<file path="config.mk">
export PLATFORM = sky130hd
export DESIGN_NAME = irq_prio_resolver
export DESIGN_NICKNAME = d
export VERILOG_FILES = /design/src/rtl/irq_prio_pkg.sv /design/src/rtl/irq_prio_pick.sv /design/src/rtl/irq_prio_cfg.sv /design/src/rtl/irq_prio_core.sv /design/src/rtl/irq_prio_resolver.sv
export SDC_FILE = /design/constraint.sdc
export NUM_CORES = 1
export LEC_CHECK = 0
export BUFFER_PORTS_ARGS = -buffer_cell sky130_fd_sc_hd__buf_2
export CAP_MARGIN = 20
export CORE_AREA = 3 3 97 99
export CTS_CLUSTER_DIAMETER = 120
export DETAILED_ROUTE_END_ITERATION = 7
export DIE_AREA = 0 0 100 102
export GPL_TIMING_DRIVEN = 0
export PLACE_DENSITY_LB_ADDON = 0.2
export SYNTH_ARGS = -nofsm -noshare
export SYNTH_HDL_FRONTEND = slang
export SYNTH_SLANG_ARGS = --single-unit
</file>
<file path="constraint.sdc">
create_clock -name clk -period 4.6 [get_ports clk]
set_clock_uncertainty 0.1 [all_clocks]
set_input_delay 0.46 -clock clk [delete_from_list [all_inputs] [get_ports clk]]
set_output_delay 0.46 -clock clk [all_outputs]
set_load 0.02 [all_outputs]
</file>
<file path="src/rtl/irq_prio_pkg.sv">
package irq_prio_pkg;
   // Register select values on the configuration port
   typedef enum logic [2:0] {
      REG_TRIG   = 3'd0,
      REG_MASK   = 3'd1,
      REG_LOWEST = 3'd2,
      REG_CASC   = 3'd3,
      REG_EOI    = 3'd4,
      REG_PEND   = 3'd5,
      REG_INSV   = 3'd6,
      REG_SPARE  = 3'd7
   } reg_sel_e;

   localparam int ADDR_W = 3;
endpackage

</file>
<file path="src/rtl/irq_prio_pick.sv">
// Finds the most urgent set bit of a vector under a rotated order.
// Rank 0 is the line just above 'lowest'.
module irq_prio_pick #(
   parameter int N     = 8,
   parameter int IDX_W = $clog2(N)
) (
   input  logic [N-1:0]     vec,
   input  logic [IDX_W-1:0] lowest,
   output logic             found,
   output logic [IDX_W-1:0] idx,
   output logic [IDX_W-1:0] rank
);
   logic [N-1:0] rot;

   for (genvar k = 0; k < N; k++) begin : g_rot
      localparam logic [IDX_W-1:0] OFS = IDX_W'(k + 1);
      assign rot[k] = vec[lowest + OFS];
   end

   always_comb begin
      found = 1'b0;
      rank  = '0;
      for (int k = N - 1; k >= 0; k--) begin
         if (rot[k]) begin
            found = 1'b1;
            rank  = IDX_W'(k);
         end
      end
   end

   assign idx = lowest + rank + IDX_W'(1);
endmodule

</file>
<file path="src/rtl/irq_prio_cfg.sv">
// Configuration registers and the end-of-interrupt command decoder.
module irq_prio_cfg
   import irq_prio_pkg::*;
#(
   parameter int N        = 8,
   parameter int DATA_W   = 8,
   parameter int MAX_CASC = 4,
   parameter int IDX_W    = $clog2(N)
) (
   input  logic              clk,
   input  logic              rst_n,
   input  logic              we,
   input  logic [ADDR_W-1:0] addr,
   input  logic [DATA_W-1:0] wdata,
   output logic [N-1:0]      trig_q,
   output logic [N-1:0]      mask_q,
   output logic [IDX_W-1:0]  lowest_q,
   output logic [N-1:0]      casc_q,
   output logic              eoi_req,
   output logic              eoi_spec,
   output logic [IDX_W-1:0]  eoi_line
);
   function automatic int count_ones(logic [N-1:0] v);
      int c = 0;
      for (int i = 0; i < N; i++) c += int'(v[i]);
      return c;
   endfunction

   logic casc_ok;
   assign casc_ok = count_ones(wdata[N-1:0]) <= MAX_CASC;

   always_ff @(posedge clk or negedge rst_n) begin
      if (!rst_n) begin
         trig_q   <= '0;
         mask_q   <= '0;
         lowest_q <= IDX_W'(N - 1);
         casc_q   <= '0;
      end else if (we) begin
         case (addr)
            REG_TRIG:   trig_q   <= wdata[N-1:0];
            REG_MASK:   mask_q   <= wdata[N-1:0];
            REG_LOWEST: lowest_q <= wdata[IDX_W-1:0];
            REG_CASC:   if (casc_ok) casc_q <= wdata[N-1:0];
            default: ;
         endcase
      end
   end

   // The command bit sits just above the line field
   assign eoi_req  = we && (addr == REG_EOI);
   assign eoi_spec = wdata[IDX_W];
   assign eoi_line = wdata[IDX_W-1:0];
endmodule

</file>
<file path="src/rtl/irq_prio_core.sv">
// Request capture, arbitration against in-service lines, acknowledge.
module irq_prio_core #(
   parameter int N     = 8,
   parameter int IDX_W = $clog2(N)
) (
   input  logic             clk,
   input  logic             rst_n,
   input  logic [N-1:0]     irq_in,
   input  logic [N-1:0]     trig,
   input  logic [N-1:0]     mask,
   input  logic [IDX_W-1:0] lowest,
   input  logic [N-1:0]     casc,
   input  logic             ack,
   input  logic             eoi_req,
   input  logic             eoi_spec,
   input  logic [IDX_W-1:0] eoi_line,
   output logic             int_req,
   output logic             ack_vld,
   output logic [IDX_W-1:0] ack_vec,
   output logic             ack_cas,
   output logic [N-1:0]     raw_req,
   output logic [N-1:0]     isr_q
);
   logic [N-1:0]     irq_q, pend_q, req, ack_hot, eoi_clr;
   logic             r_found, s_found, accept;
   logic [IDX_W-1:0] r_idx, r_rank, s_idx, s_rank;

   assign raw_req = (trig & pend_q) | (~trig & irq_q);
   assign req     = raw_req & ~mask;

   irq_prio_pick #(.N(N), .IDX_W(IDX_W)) u_req_pick (
      .vec(req), .lowest(lowest), .found(r_found), .idx(r_idx), .rank(r_rank));

   irq_prio_pick #(.N(N), .IDX_W(IDX_W)) u_isr_pick (
      .vec(isr_q), .lowest(lowest), .found(s_found), .idx(s_idx), .rank(s_rank));

   assign int_req = r_found && (!s_found || (r_rank < s_rank));
   assign accept  = ack && int_req;

   always_comb begin
      ack_hot = '0;
      if (accept) ack_hot[r_idx] = 1'b1;
      eoi_clr = '0;
      if (eoi_req) begin
         if (eoi_spec)     eoi_clr[eoi_line] = 1'b1;
         else if (s_found) eoi_clr[s_idx]    = 1'b1;
      end
   end

   always_ff @(posedge clk or negedge rst_n) begin
      if (!rst_n) begin
         irq_q   <= '0;
         pend_q  <= '0;
         isr_q   <= '0;
         ack_vld <= 1'b0;
         ack_vec <= '0;
         ack_cas <= 1'b0;
      end else begin
         irq_q   <= irq_in;
         pend_q  <= ((pend_q & ~ack_hot) | (irq_in & ~irq_q)) & trig;
         isr_q   <= (isr_q & ~eoi_clr) | ack_hot;
         ack_vld <= accept;
         if (accept) begin
            ack_vec <= r_idx;
            ack_cas <= casc[r_idx];
         end
      end
   end
endmodule

</file>
<file path="src/rtl/irq_prio_resolver.sv">
module irq_prio_resolver
   import irq_prio_pkg::*;
#(
   parameter  int N        = 8,
   parameter  int DATA_W   = 8,
   parameter  int MAX_CASC = 4,
   localparam int IDX_W    = $clog2(N)
) (
   input  logic              clk,
   input  logic              rst_n,
   input  logic [N-1:0]      irq_in,
   input  logic              cfg_we,
   input  logic [ADDR_W-1:0] cfg_addr,
   input  logic [DATA_W-1:0] cfg_wdata,
   output logic [DATA_W-1:0] cfg_rdata,
   input  logic              ack,
   output logic              int_req,
   output logic              ack_vld,
   output logic [IDX_W-1:0]  ack_vec,
   output logic              ack_cas
);
   if (N < 2 || (1 << IDX_W) != N) begin : g_bad_lines
      $error("line count must be a power of two of at least 2");
   end
   if (DATA_W < N || DATA_W <= IDX_W) begin : g_bad_width
      $error("data width too narrow for the line count");
   end
   if (MAX_CASC < 1 || MAX_CASC > N) begin : g_bad_casc
      $error("cascade limit out of range");
   end

   logic [N-1:0]     trig_q, mask_q, casc_q, raw_req, isr_q;
   logic [IDX_W-1:0] lowest_q, eoi_line;
   logic             eoi_req, eoi_spec;

   irq_prio_cfg #(.N(N), .DATA_W(DATA_W), .MAX_CASC(MAX_CASC), .IDX_W(IDX_W)) u_cfg (
      .clk(clk), .rst_n(rst_n), .we(cfg_we), .addr(cfg_addr), .wdata(cfg_wdata),
      .trig_q(trig_q), .mask_q(mask_q), .lowest_q(lowest_q), .casc_q(casc_q),
      .eoi_req(eoi_req), .eoi_spec(eoi_spec), .eoi_line(eoi_line));

   irq_prio_core #(.N(N), .IDX_W(IDX_W)) u_core (
      .clk(clk), .rst_n(rst_n), .irq_in(irq_in), .trig(trig_q), .mask(mask_q),
      .lowest(lowest_q), .casc(casc_q), .ack(ack), .eoi_req(eoi_req),
      .eoi_spec(eoi_spec), .eoi_line(eoi_line), .int_req(int_req),
      .ack_vld(ack_vld), .ack_vec(ack_vec), .ack_cas(ack_cas),
      .raw_req(raw_req), .isr_q(isr_q));

   always_comb begin
      cfg_rdata = '0;
      case (cfg_addr)
         REG_TRIG:   cfg_rdata[N-1:0]     = trig_q;
         REG_MASK:   cfg_rdata[N-1:0]     = mask_q;
         REG_LOWEST: cfg_rdata[IDX_W-1:0] = lowest_q;
         REG_CASC:   cfg_rdata[N-1:0]     = casc_q;
         REG_PEND:   cfg_rdata[N-1:0]     = raw_req;
         REG_INSV:   cfg_rdata[N-1:0]     = isr_q;
         default: ;
      endcase
   end
endmodule

</file>
==> results of run 1 <==
-- metrics by stage --
| stage | cell area [um2] | total power [mW] | hold slack, ns | TNS, ns | instances |
|---|---|---|---|---|---|
| after floorplan | 4800 | 2.73 | 0.0644 | -0.000807 | 474 |
| after global placement | 5110 | 3.37 | 0.364 | -8.03 | 618 |
| after detailed placement | 5140 | 3.43 | 0.375 | -8.62 | 620 |
| after CTS | 5480 | 4.04 | 0.104 | -0.279 | 642 |
| after global routing | 5720 | 4.67 | 0.127 | -0.191 | 666 |
| final | 5720 | 4.42 | 0.0772 | -0.0144 | 666 |
-- layer usage --
layer	share of wire, %	routed length (um)	global-route usage [%]	up-vias
li1	-	-	-	1964
met1	40	6050	40.3	2152
met2	49	7440	52.1	218
met3	6.9	1050	3.55	53
met4	4.6	707	11.2	0
met5	0	0	0	-
-- final cells by class --
type | instances | area [um2] | share of cell area, %
Inverter | 22 | 103 | 1.80
Tap cell | 108 | 135 | 2.36
Multi-Input combinational cell | 374 | 3310 | 57.9
Timing Repair Buffer | 79 | 539 | 9.44
Buffer | 19 | 129 | 2.25
Clock buffer | 5 | 68.8 | 1.20
Clock inverter | 3 | 26.3 | 0.460
Sequential cell | 56 | 1410 | 24.6
-- Yosys cell counts (8+ instances only) --
library cell	number	area share (%)
mux4_2	25	12
mux2_2	30	7.1
nand3_1	14	1.5
dfrtp_1	53	28
o21ai_0	28	3.0
ha_1	9	2.4
inv_1	19	1.5
nand2b_1	12	1.6
nor2b_1	17	2.2
nor2_1	41	3.2
a21oi_1	23	2.4
nand2_1	33	2.6
o221ai_1	8	1.5
mux2i_1	23	4.9
clkbuf_1	14	1.1
-- report_power, final --
part           internal [mW]  switching, mW
Combinational           1.47           1.79
Sequential             0.642          0.229
Clock                  0.113          0.178
Total                   2.22           2.19
-- final timing paths --
| path | start | end | slack [ns] | depth (start not counted) |
|---|---|---|---|---|
| worst min register to register | u_core.ack_vec[0] | u_core.ack_vec[0] | 0.40 | 2 |
| worst max register to register | u_cfg.lowest_q[0] | u_core.ack_cas | 0.14 | 15 |
| worst min-delay path | rst_n | u_core.isr_q[2] | 0.08 | 1 |
| worst max-delay path | u_cfg.lowest_q[0] | int_req | -0.01 | 19 |
| max in group asynchronous | rst_n | u_cfg.mask_q[0] | 3.73 | 2 |
| min in group clk | irq_in[7] | u_core.irq_q[7] | 0.15 | 1 |
-- kinds of logic after synthesis --
| family | count (synthesis) | synth area share (%) |
|---|---|---|
| AND/OR/NAND/NOR | 150 | 16.4 |
| AO/OA/AOI/OAI | 120 | 18.1 |
| multiplexers | 81 | 25.0 |
| flip-flops | 56 | 29.7 |
| buffers and inverters | 44 | 4.09 |
| adder cells (fa/ha/maj) | 15 | 4.91 |
| XOR/XNOR | 8 | 1.88 |
-- flip-flops by register name, summed over array words and instances, names as in the netlist --
register / flops
u_cfg.trig_q: 8
u_core.isr_q: 8
u_core.pend_q: 8
u_core.ack_vec: 3
u_cfg.lowest_q: 3
u_core.ack_cas: 1
u_core.irq_q: 8
u_cfg.casc_q: 8
u_cfg.mask_q: 8
u_core.ack_vld: 1
-- cell usage in the layout, fill, tap and decap left out, drive strengths merged, types with 3 or more instances in the layout --
| cell type | synthesis | final |
|---|---|---|
| mux2 | 32 | 32 |
| buf | 8 | 84 |
| o32ai | 4 | 4 |
| inv | 21 | 24 |
| or2 | 5 | 5 |
| o31ai | 5 | 5 |
| clkbuf | 14 | 19 |
| o22ai | 3 | 3 |
| nor3 | 10 | 10 |
| a21oi | 25 | 25 |
| dfstp | 3 | 3 |
| nand2 | 35 | 35 |
| nand3 | 14 | 14 |
| nand2b | 12 | 12 |
| nor2b | 17 | 17 |
| a22oi | 6 | 6 |
| nor2 | 43 | 43 |
| a221oi | 4 | 4 |
| dfrtp | 53 | 53 |
| xnor2 | 3 | 3 |
| o211ai | 5 | 5 |
| ha | 9 | 9 |
| o221ai | 8 | 8 |
| a311oi | 5 | 5 |
| xor2 | 5 | 5 |
| fa | 6 | 6 |
| a32oi | 4 | 4 |
| o21ai | 32 | 32 |
| a211oi | 4 | 4 |
| mux4 | 26 | 26 |
| mux2i | 23 | 23 |
-- worst max-delay path: cells and delay by family, from the launching register on --
| kind | cells | cell delay [ns] |
|---|---|---|
| AOI/OAI and AO/OA | 6 | 0.72 |
| and+or+nand+nor | 4 | 0.67 |
| adders and majority gates | 2 | 0.63 |
| buffers and inverters | 6 | 0.62 |
| DFF | 1 | 0.55 |
| muxes | 1 | 0.55 |
-- what timing repair did --
action,in CTS,in global routing
buffers inserted,15,25
hold buffers,0,0
gates cloned,0,1
gates resized for setup,32,13
setup endpoints to repair,22,20
hold endpoints to repair,0,0
pin swaps,12,19
==> results.yml, run 1 <==
power_and_ir_drop:
  powerDensity_mw_per_mm2: 773
  vdd_drop_max_mv: 0.393
  leakage_nw: 2.38
placed_design:
  numPortBuffers: 36
  gp_congestion: 0.962
  place_ws_ns: -0.714
  dp_hpwl_mm: 11.1
critical_path:
  cp.required_ns: 4.04
  cp_slowest_cell: "dfstp_2"
  crit_type: "reg -> out"
  cp-end-kind: "primary output"
  path_cells: "buf_6 -> inv_12 -> ha_4 -> buf_8 -> buf_12 -> mux4_2 -> nor3_4 -> nor2_2 -> nor2_1 -> or3_1 -> a21oi_2 -> ha_1 -> o21ai_2 -> inv_1 -> o31ai_2 -> a31oi_1 -> a21o_2 -> a21oi_2 -> buf_6"
  critical_path.max_stage_delay_ns: 0.55
  cp-start-kind: "register"
  cp_data_arrival_time_ns: 4.05
  cp_max_fo: 8
synthesis:
  ys_seq_elements: 56
  synth_nets: 512
  ys_warn_count: 0
  netlist_area_mm2: 0.00474
  async_flop_share_pct: 100
  synth_edf_count: 0
  syn-instance-count: 474
  seq_area_frac_synth_pct: 29.7
  postSynthAreaPerCell_um2: 9.99
  synth_cell_types: 75
  ys.flop_type: "dfrtp_1"
clock_tree:
  htree_levels: 2
  tritoncts: "done"
  cts_root_buf: "clkbuf_8"
  clock-sinks: 56
  clk_pin_slew_worst_paths_ns: 0.11
  numCtsBuffers: 5
  clockBufferDepth: 2
  worst_skew_pair.late_latency_ns: 0.32
drt:
  via_count: 4387
  ant_nets: 0
  wire_per_inst_um: 22.9
  route.detailed.drc: 0
  finalWirelength_mm: 15.3
  vias_per_cell: 6.59
  firstDrtPassIters: 6
  drt_first_iter_violations: 360
cells_and_area:
  final_nets: 595
  area_growth_pct: 20.7
  fill_cells: 706
  diodes: 0
  drive_above_1_share_pct: 36.4
  fin_util_pct: 66.2
floorplan:
  start_util_pct: 54.8
  die_h_um: 102
  io_pins: 37
  rows: 34
  coreArea_mm2: 0.00864
  dieWidth_um: 100
  dieArea_mm2: 0.0102
global_route:
  grt_pass1_vias: 4296
  grt_usage_pct: 30.5
  grt_pass1_wl_mm: 23.7
  gr-total-overflow: 0
  grt_max_degree: 30
  antenna_found_initial: 0
sta:
  max_freq_mhz: 217
  maxSlewHeadroom_pct: 48.7
  setup_viol: 1
  finalWorstSetupSlack_ns: -0.0144
  hold_viol: 0
  slew_viol_final: 0
  fin_crit_ns: 4.61
  rsz0062_at_grt: "yes"
  period_share_pct: 100
  worst_slew_pin_slew_ns: 0.764
min_path:
  hold_class: "in -> async"
outcome:
  violations: "negative setup slack"
  outcome: "finished, violations left"
job:
  drv_cap: 0
No activity file was read; power rests on OpenSTA's default activity.
==> run 2: changes to the inputs <==
Settings changed: CORE_AREA 3 3 97 99 to 3 3 93 95, DIE_AREA 0 0 100 102 to 0 0 96 98, SETUP_SLACK_MARGIN set to 0.2.
Clock period 4.6 ns to 5.6 ns, I/O delays scaled along.
==> run 2 against run 1 <==
Net effect: the flow now finishes without violations; power is 26% lower; sequential power down 19%; die area is 7.8% lower; count of clock-buffer cells in the layout unchanged; critical path type unchanged; largest cell class unchanged.
==> results.yml, run 2 (same netlist as run 1, synthesis figures left out) <==
critical_path:
  cp-start-kind: "register"
  cpLargestDelayFamily: "buffers and inverters"
  endpoint: "int_req"
  critPathMostFrequentCell: "buf_6"
  path_cells: "buf_6 -> buf_12 -> inv_4 -> buf_6 -> ha_4 -> buf_6 -> buf_6 -> mux4_2 -> nor2b_2 -> a211oi_2 -> buf_4 -> mux2_4 -> a221o_1 -> ha_1 -> o21ai_2 -> inv_1 -> o31ai_1 -> a31oi_2 -> a21o_4 -> a21oi_1 -> buf_4"
  cp_max_fo: 12
  startpoint: "u_cfg.lowest_q[0]"
  cp-end-kind: "primary output"
  cp.required_ns: 4.94
  ff2ff_setup_slack_ns: 0.46
  worstRegToRegCells: 17
  cp_slowest_cell: "dfstp_2"
  crit_type: "reg -> out"
  cp.depth: 21
  r2r-end: "u_core.ack_cas"
  cp_data_arrival_time_ns: 4.62
  path_buf_inv: 9
  r2r-start: "u_cfg.lowest_q[0]"
  critical_path.max_stage_delay_ns: 0.56
power_and_ir_drop:
  p_comb_share_pct: 71.5
  leakage_nw: 2.19
  total_power_mw: 3.29
  pwr-share-seq_pct: 21.4
  vdd_drop_max_mv: 0.342
  p_sw_mw: 1.69
  p_clk_share_pct: 7.2
  p_sw_share_pct: 51.5
  powerDensity_mw_per_mm2: 614
  p_int_mw: 1.59
sta:
  worst_slew_pin_slew_ns: 0.745
  hold_slack_ns: 0.163
  final.setup.tns_ns: 0
  maxSlewHeadroom_pct: 50.3
  max_freq_mhz: 189
  slew_viol_final: 0
  period_share_pct: 94.2
  hold_viol: 0
  rsz0062_at_grt: "no"
  fin_crit_ns: 5.28
  setup_viol: 0
  finalWorstSetupSlack_ns: 0.322
placed_design:
  gp_congestion: 0.920
  dpl.cell_count: 614
  place_ws_ns: -0.501
  dp_hpwl_mm: 11.4
  post_dp_cell_area_mm2: 0.00507
  numPortBuffers: 36
floorplan:
  io_pins: 37
  coreArea_mm2: 0.00781
  dieArea_mm2: 0.00941
  dieWidth_um: 96
  start_util_pct: 60.7
  rows: 32
  die_h_um: 98
cells_and_area:
  layout.cells.most_common: "dfrtp_1"
  final_nets: 564
  fin_area_mm2: 0.00536
  fin_util_pct: 68.6
  diodes: 0
  fill_cells: 605
  multi_input_area_mm2: 0.00324
  stdcell_count: 629
  area_growth_pct: 13.1
  drive_above_1_share_pct: 30.4
  seq_area_mm2: 0.00141
  layout_common_cells: "53 x dfrtp_1, 41 x nor2_1, 36 x buf_2, 33 x nand2_1, 29 x mux2_2"
global_route:
  grt_usage_pct: 32.3
  gr-total-overflow: 0
  grt_max_degree: 30
  grt_pass1_wl_mm: 22.9
  antenna_found_initial: 0
  grt_pass1_vias: 4187
outcome:
  outcome: "finished, final reports clean"
drt:
  via_count: 4279
  drt_first_iter_violations: 433
  vias_per_cell: 6.80
  route.detailed.drc: 0
  firstDrtPassIters: 5
  wire_per_inst_um: 23.4
  finalWirelength_mm: 14.7
  ant_nets: 0
clock_tree:
  htree_levels: 2
  numCtsBuffers: 5
  cts_root_buf: "clkbuf_8"
  worst_skew_pair.late_latency_ns: 0.32
  clk_pin_slew_worst_paths_ns: 0.11
  clockBufferDepth: 2
  tritoncts: "done"
  clock-sinks: 56
  cts_hold_buf: 0
min_path:
  hold_class: "in -> async"
job:
  drv_cap: 0
[run 2: repair_timing]
action	in CTS	in global routing
endpoints found under the setup margin	22	2
gates resized for setup	23	12
pin swaps	4	4
buffers inserted	3	4
[run 2: cell type report]
type                            count  share of cell area [%]
Buffer                             22                    2.66
Clock buffer                        5                    1.28
Clock inverter                      3                   0.444
Inverter                           22                    1.66
Multi-Input combinational cell    374                    60.4
Sequential cell                    56                    26.2
Tap cell                          102                    2.38
Timing Repair Buffer               45                    4.91
[run 2: power by group through the flow]
| stage | registers (mW) | logic, mW | clock network [mW] |
|---|---|---|---|
| finish | 0.703 | 2.35 | 0.235 |
| global route | 0.715 | 2.49 | 0.256 |
| CTS | 0.690 | 2.20 | 0.239 |
| detailed placement | 0.698 | 2.06 | 0 |
| global placement | 0.693 | 2.03 | 0 |
| floorplan | 0.648 | 1.53 | 0 |
[run 2: worst min path at each step]
stage / startpoint / to / cells after the start
after floorplan: rst_n / u_cfg.casc_q[0] / 0
after global placement: u_core.ack_cas / u_core.ack_cas / 2
after detailed placement: u_core.ack_cas / u_core.ack_cas / 2
after CTS: rst_n / u_cfg.mask_q[4] / 1
after global routing: rst_n / u_core.irq_q[5] / 1
final: rst_n / u_cfg.mask_q[4] / 1
[run 2: per-layer routing]
| layer | up-vias | wire [um] | GRT usage [%] |
|---|---|---|---|
| met5 | - | 0 | 0 |
| met4 | 0 | 486 | 10.7 |
| met3 | 43 | 1270 | 7.24 |
| met2 | 250 | 6950 | 50.7 |
| met1 | 2086 | 5990 | 44.3 |
| li1 | 1900 | - | - |
==> run 3: changes to the inputs <==
Settings changed: ABC_AREA set to 1, CORE_AREA 3 3 93 95 to 3 3 88 90, DIE_AREA 0 0 96 98 to 0 0 91 93, PLACE_DENSITY set to 0.79, PLACE_DENSITY_LB_ADDON 0.2 to unset.
==> run 3 against run 2 <==
Net effect: critical path type unchanged; non-clock buffer count decreased by 17; sequential share of layout area up 4.1 points; largest cell class unchanged; critical path depth is 1 lower; setup slack improved by 0.85 ns; global-route usage is 3.6 points lower; synthesized cell count grew 22%.
==> results.yml, run 3 <==
outcome:
  outcome: "finished, final reports clean"
critical_path:
  r2r-start: "u_cfg.lowest_q[1]"
  worstRegToRegCells: 27
  cp_max_fo: 12
  r2r-end: "u_core.pend_q[6]"
  cp_slowest_cell: "dfstp_2"
  ff2ff_setup_slack_ns: 1.45
  cp.required_ns: 4.94
  cp_data_arrival_time_ns: 3.77
  cp-end-kind: "primary output"
  cp-start-kind: "register"
  critical_path.max_stage_delay_ns: 0.55
  crit_type: "reg -> out"
  path_cells: "buf_4 -> inv_2 -> buf_6 -> ha_1 -> buf_8 -> clkinv_2 -> nand3_1 -> nand2_1 -> nand2_1 -> a21oi_2 -> nand3_1 -> nand2_1 -> inv_1 -> ha_1 -> a21oi_1 -> nand2_2 -> nand2_4 -> nand2_1 -> inv_1 -> buf_2"
  critPathMostFrequentCell: "nand2_1"
cells_and_area:
  layout_common_cells: "206 x nand2_1, 59 x inv_1, 53 x dfrtp_1, 39 x o21ai_0, 35 x buf_2"
  final_nets: 658
  fill_cells: 687
  drive_above_1_share_pct: 18.7
  area_growth_pct: 10.5
  layout.cells.most_common: "nand2_1"
  diodes: 0
sta:
  final.setup.tns_ns: 0
  period_share_pct: 79.1
  worst_slew_pin_slew_ns: 1.10
  slew_viol_final: 0
  max_freq_mhz: 226
  fin_crit_ns: 4.43
  hold_viol: 0
  setup_viol: 0
  maxSlewHeadroom_pct: 26.1
  rsz0062_at_grt: "no"
floorplan:
  rows: 31
  dieWidth_um: 91
  dieArea_mm2: 0.00846
  coreArea_mm2: 0.00714
  die_h_um: 93
  start_util_pct: 58.8
  io_pins: 37
global_route:
  grt_pass1_wl_mm: 19.3
  antenna_found_initial: 0
  gr-total-overflow: 0
  grt_pass1_vias: 3910
  grt_max_degree: 31
  grt_usage_pct: 28.8
drt:
  drt_first_iter_violations: 352
  drt-met1-wl_mm: 4.98
  firstDrtPassIters: 5
  wire_per_inst_um: 16.3
  route.detailed.drc: 0
  via_count: 4073
  finalWirelength_mm: 11.7
  ant_nets: 0
  vias_per_cell: 5.66
  dr_wl_met2_mm: 5.69
  route.met3.wl_um: 697
  highest_layer: "met4"
synthesis:
  synth_cell_types: 50
  synth_edf_count: 0
  ys_warn_count: 0
  synth_most_common_cell: "nand2_1"
  ys_top_cells_by_count: "206 x nand2_1, 59 x inv_1, 53 x dfrtp_1, 39 x o21ai_0, 33 x nand3_1"
  ys.flop_type: "dfrtp_1"
  netlist_area_mm2: 0.00420
  synth_nets: 615
  yosys-top-cells-area: "dfrtp_1 32%, nand2_1 18%, inv_1 5.3%"
  yosysTopAreaCell: "dfrtp_1"
  yosysTopAreaCellShare_pct: 31.6
  postSynthAreaPerCell_um2: 7.28
  async_flop_share_pct: 100
  syn-instance-count: 577
  seq_area_frac_synth_pct: 33.5
  ys_seq_elements: 56
job:
  drv_cap: 0
placed_design:
  gp_congestion: 0.906
  numPortBuffers: 35
  dp_hpwl_mm: 9.42
clock_tree:
  clock-sinks: 56
  clockBufferDepth: 2
  worst_skew_pair.late_latency_ns: 0.31
  post-cts-setup-buffer-count: 0
  cts_root_buf: "clkbuf_8"
  clk_pin_slew_worst_paths_ns: 0.10
  htree_levels: 2
  cts_hold_buf: 0
  tritoncts: "done"
  numCtsBuffers: 5
  cts_resized: 0
power_and_ir_drop:
  leakage_nw: 2.41
  vdd_drop_max_mv: 0.235
  total_power_mw: 2.47
  powerDensity_mw_per_mm2: 533
min_path:
  hold_class: "in -> async"
-- run 3: cell count changes in the layout (fill, tap and decap cells not counted), sizes merged, moves of 8 or more --
| cell | change |
|---|---|
| inv | +48 |
| nand4 | +8 |
| o221ai | -8 |
| nor2 | -14 |
| mux4 | -26 |
| nand3 | +34 |
| mux2 | -32 |
| o21ai | +21 |
| nand2 | +184 |
| nor2b | -17 |
| mux2i | -23 |
| buf | -9 |
| nand2b | -12 |
-- run 3: worst max path at each step --
stage | slack (ns) | start | cells after the start | end
after floorplan | 1.91 | cfg_wdata[0] | 13 | u_cfg.casc_q[4]
after global placement | 1.47 | cfg_wdata[0] | 14 | u_cfg.casc_q[5]
after detailed placement | 1.46 | cfg_wdata[0] | 13 | u_cfg.casc_q[0]
after CTS | 1.20 | u_cfg.lowest_q[1] | 20 | int_req
after global routing | 0.91 | u_cfg.lowest_q[1] | 20 | int_req
final | 1.17 | u_cfg.lowest_q[1] | 20 | int_req
-- run 3: per-layer routing --
| layer | vias to the layer above | GRT usage [%] |
|---|---|---|
| met2 | 152 | 48.7 |
| met3 | 31 | 4.75 |
| li1 | 1976 | - |
| met4 | 0 | 10.7 |
| met5 | - | 0 |
| met1 | 1914 | 37.2 |
-- run 3: cell families (layout without fill, tap and decap cells) --
family                   count (synthesis)  in the layout  synth area share [%]
buffers and inverters                   87            131                  9.48
adder cells (fa/ha/maj)                 15             15                  5.54
flip-flops                              56             56                  33.5
AO/OA/AOI/OAI                          101            101                  15.4
AND/OR/NAND/NOR                        313            313                  34.5
XOR/XNOR                                 5              5                  1.67
-- run 3: area by class of cell --
cell class	instances	area [um2]	share of cell area [%]
clock buffer	6	82.6	1.78
clock inverter	2	38.8	0.836
inverter	73	280	6.04
timing repair buffer	36	195	4.21
multi-input combinational	434	2400	51.6
buffer	14	118	2.54
tap	99	124	2.67
sequential	56	1410	30.3
-- run 3: stage by stage --
stage | hold slack [ns] | utilization [%] | setup slack, ns | instances | area (um2)
floorplan | 0.164 | - | 1.91 | 577 | 4200
global placement | 0.360 | 63.0 | 1.47 | 711 | 4500
detailed placement | 0.375 | 63.3 | 1.46 | 712 | 4520
CTS | 0.166 | 65.0 | 1.20 | 720 | 4640
global route | 0.191 | 65.0 | 0.906 | 720 | 4640
finish | 0.159 | 65.0 | 1.17 | 720 | 4640
-- run 3: power by group --
group	total [mW]	leakage [nW]	switching, mW	internal (mW)
registers	0.636	0.691	0.119	0.517
clock network	0.285	0.0614	0.138	0.147
logic	1.55	1.66	1.04	0.514
-- run 3: critical path: cells and delay by family, from the launching register on --
family | cells | cell delay, ns
buf+inv | 8 | 0.94
simple gates | 8 | 0.91
compound gates | 2 | 0.44
flops | 1 | 0.55
fa+ha+maj | 2 | 0.60
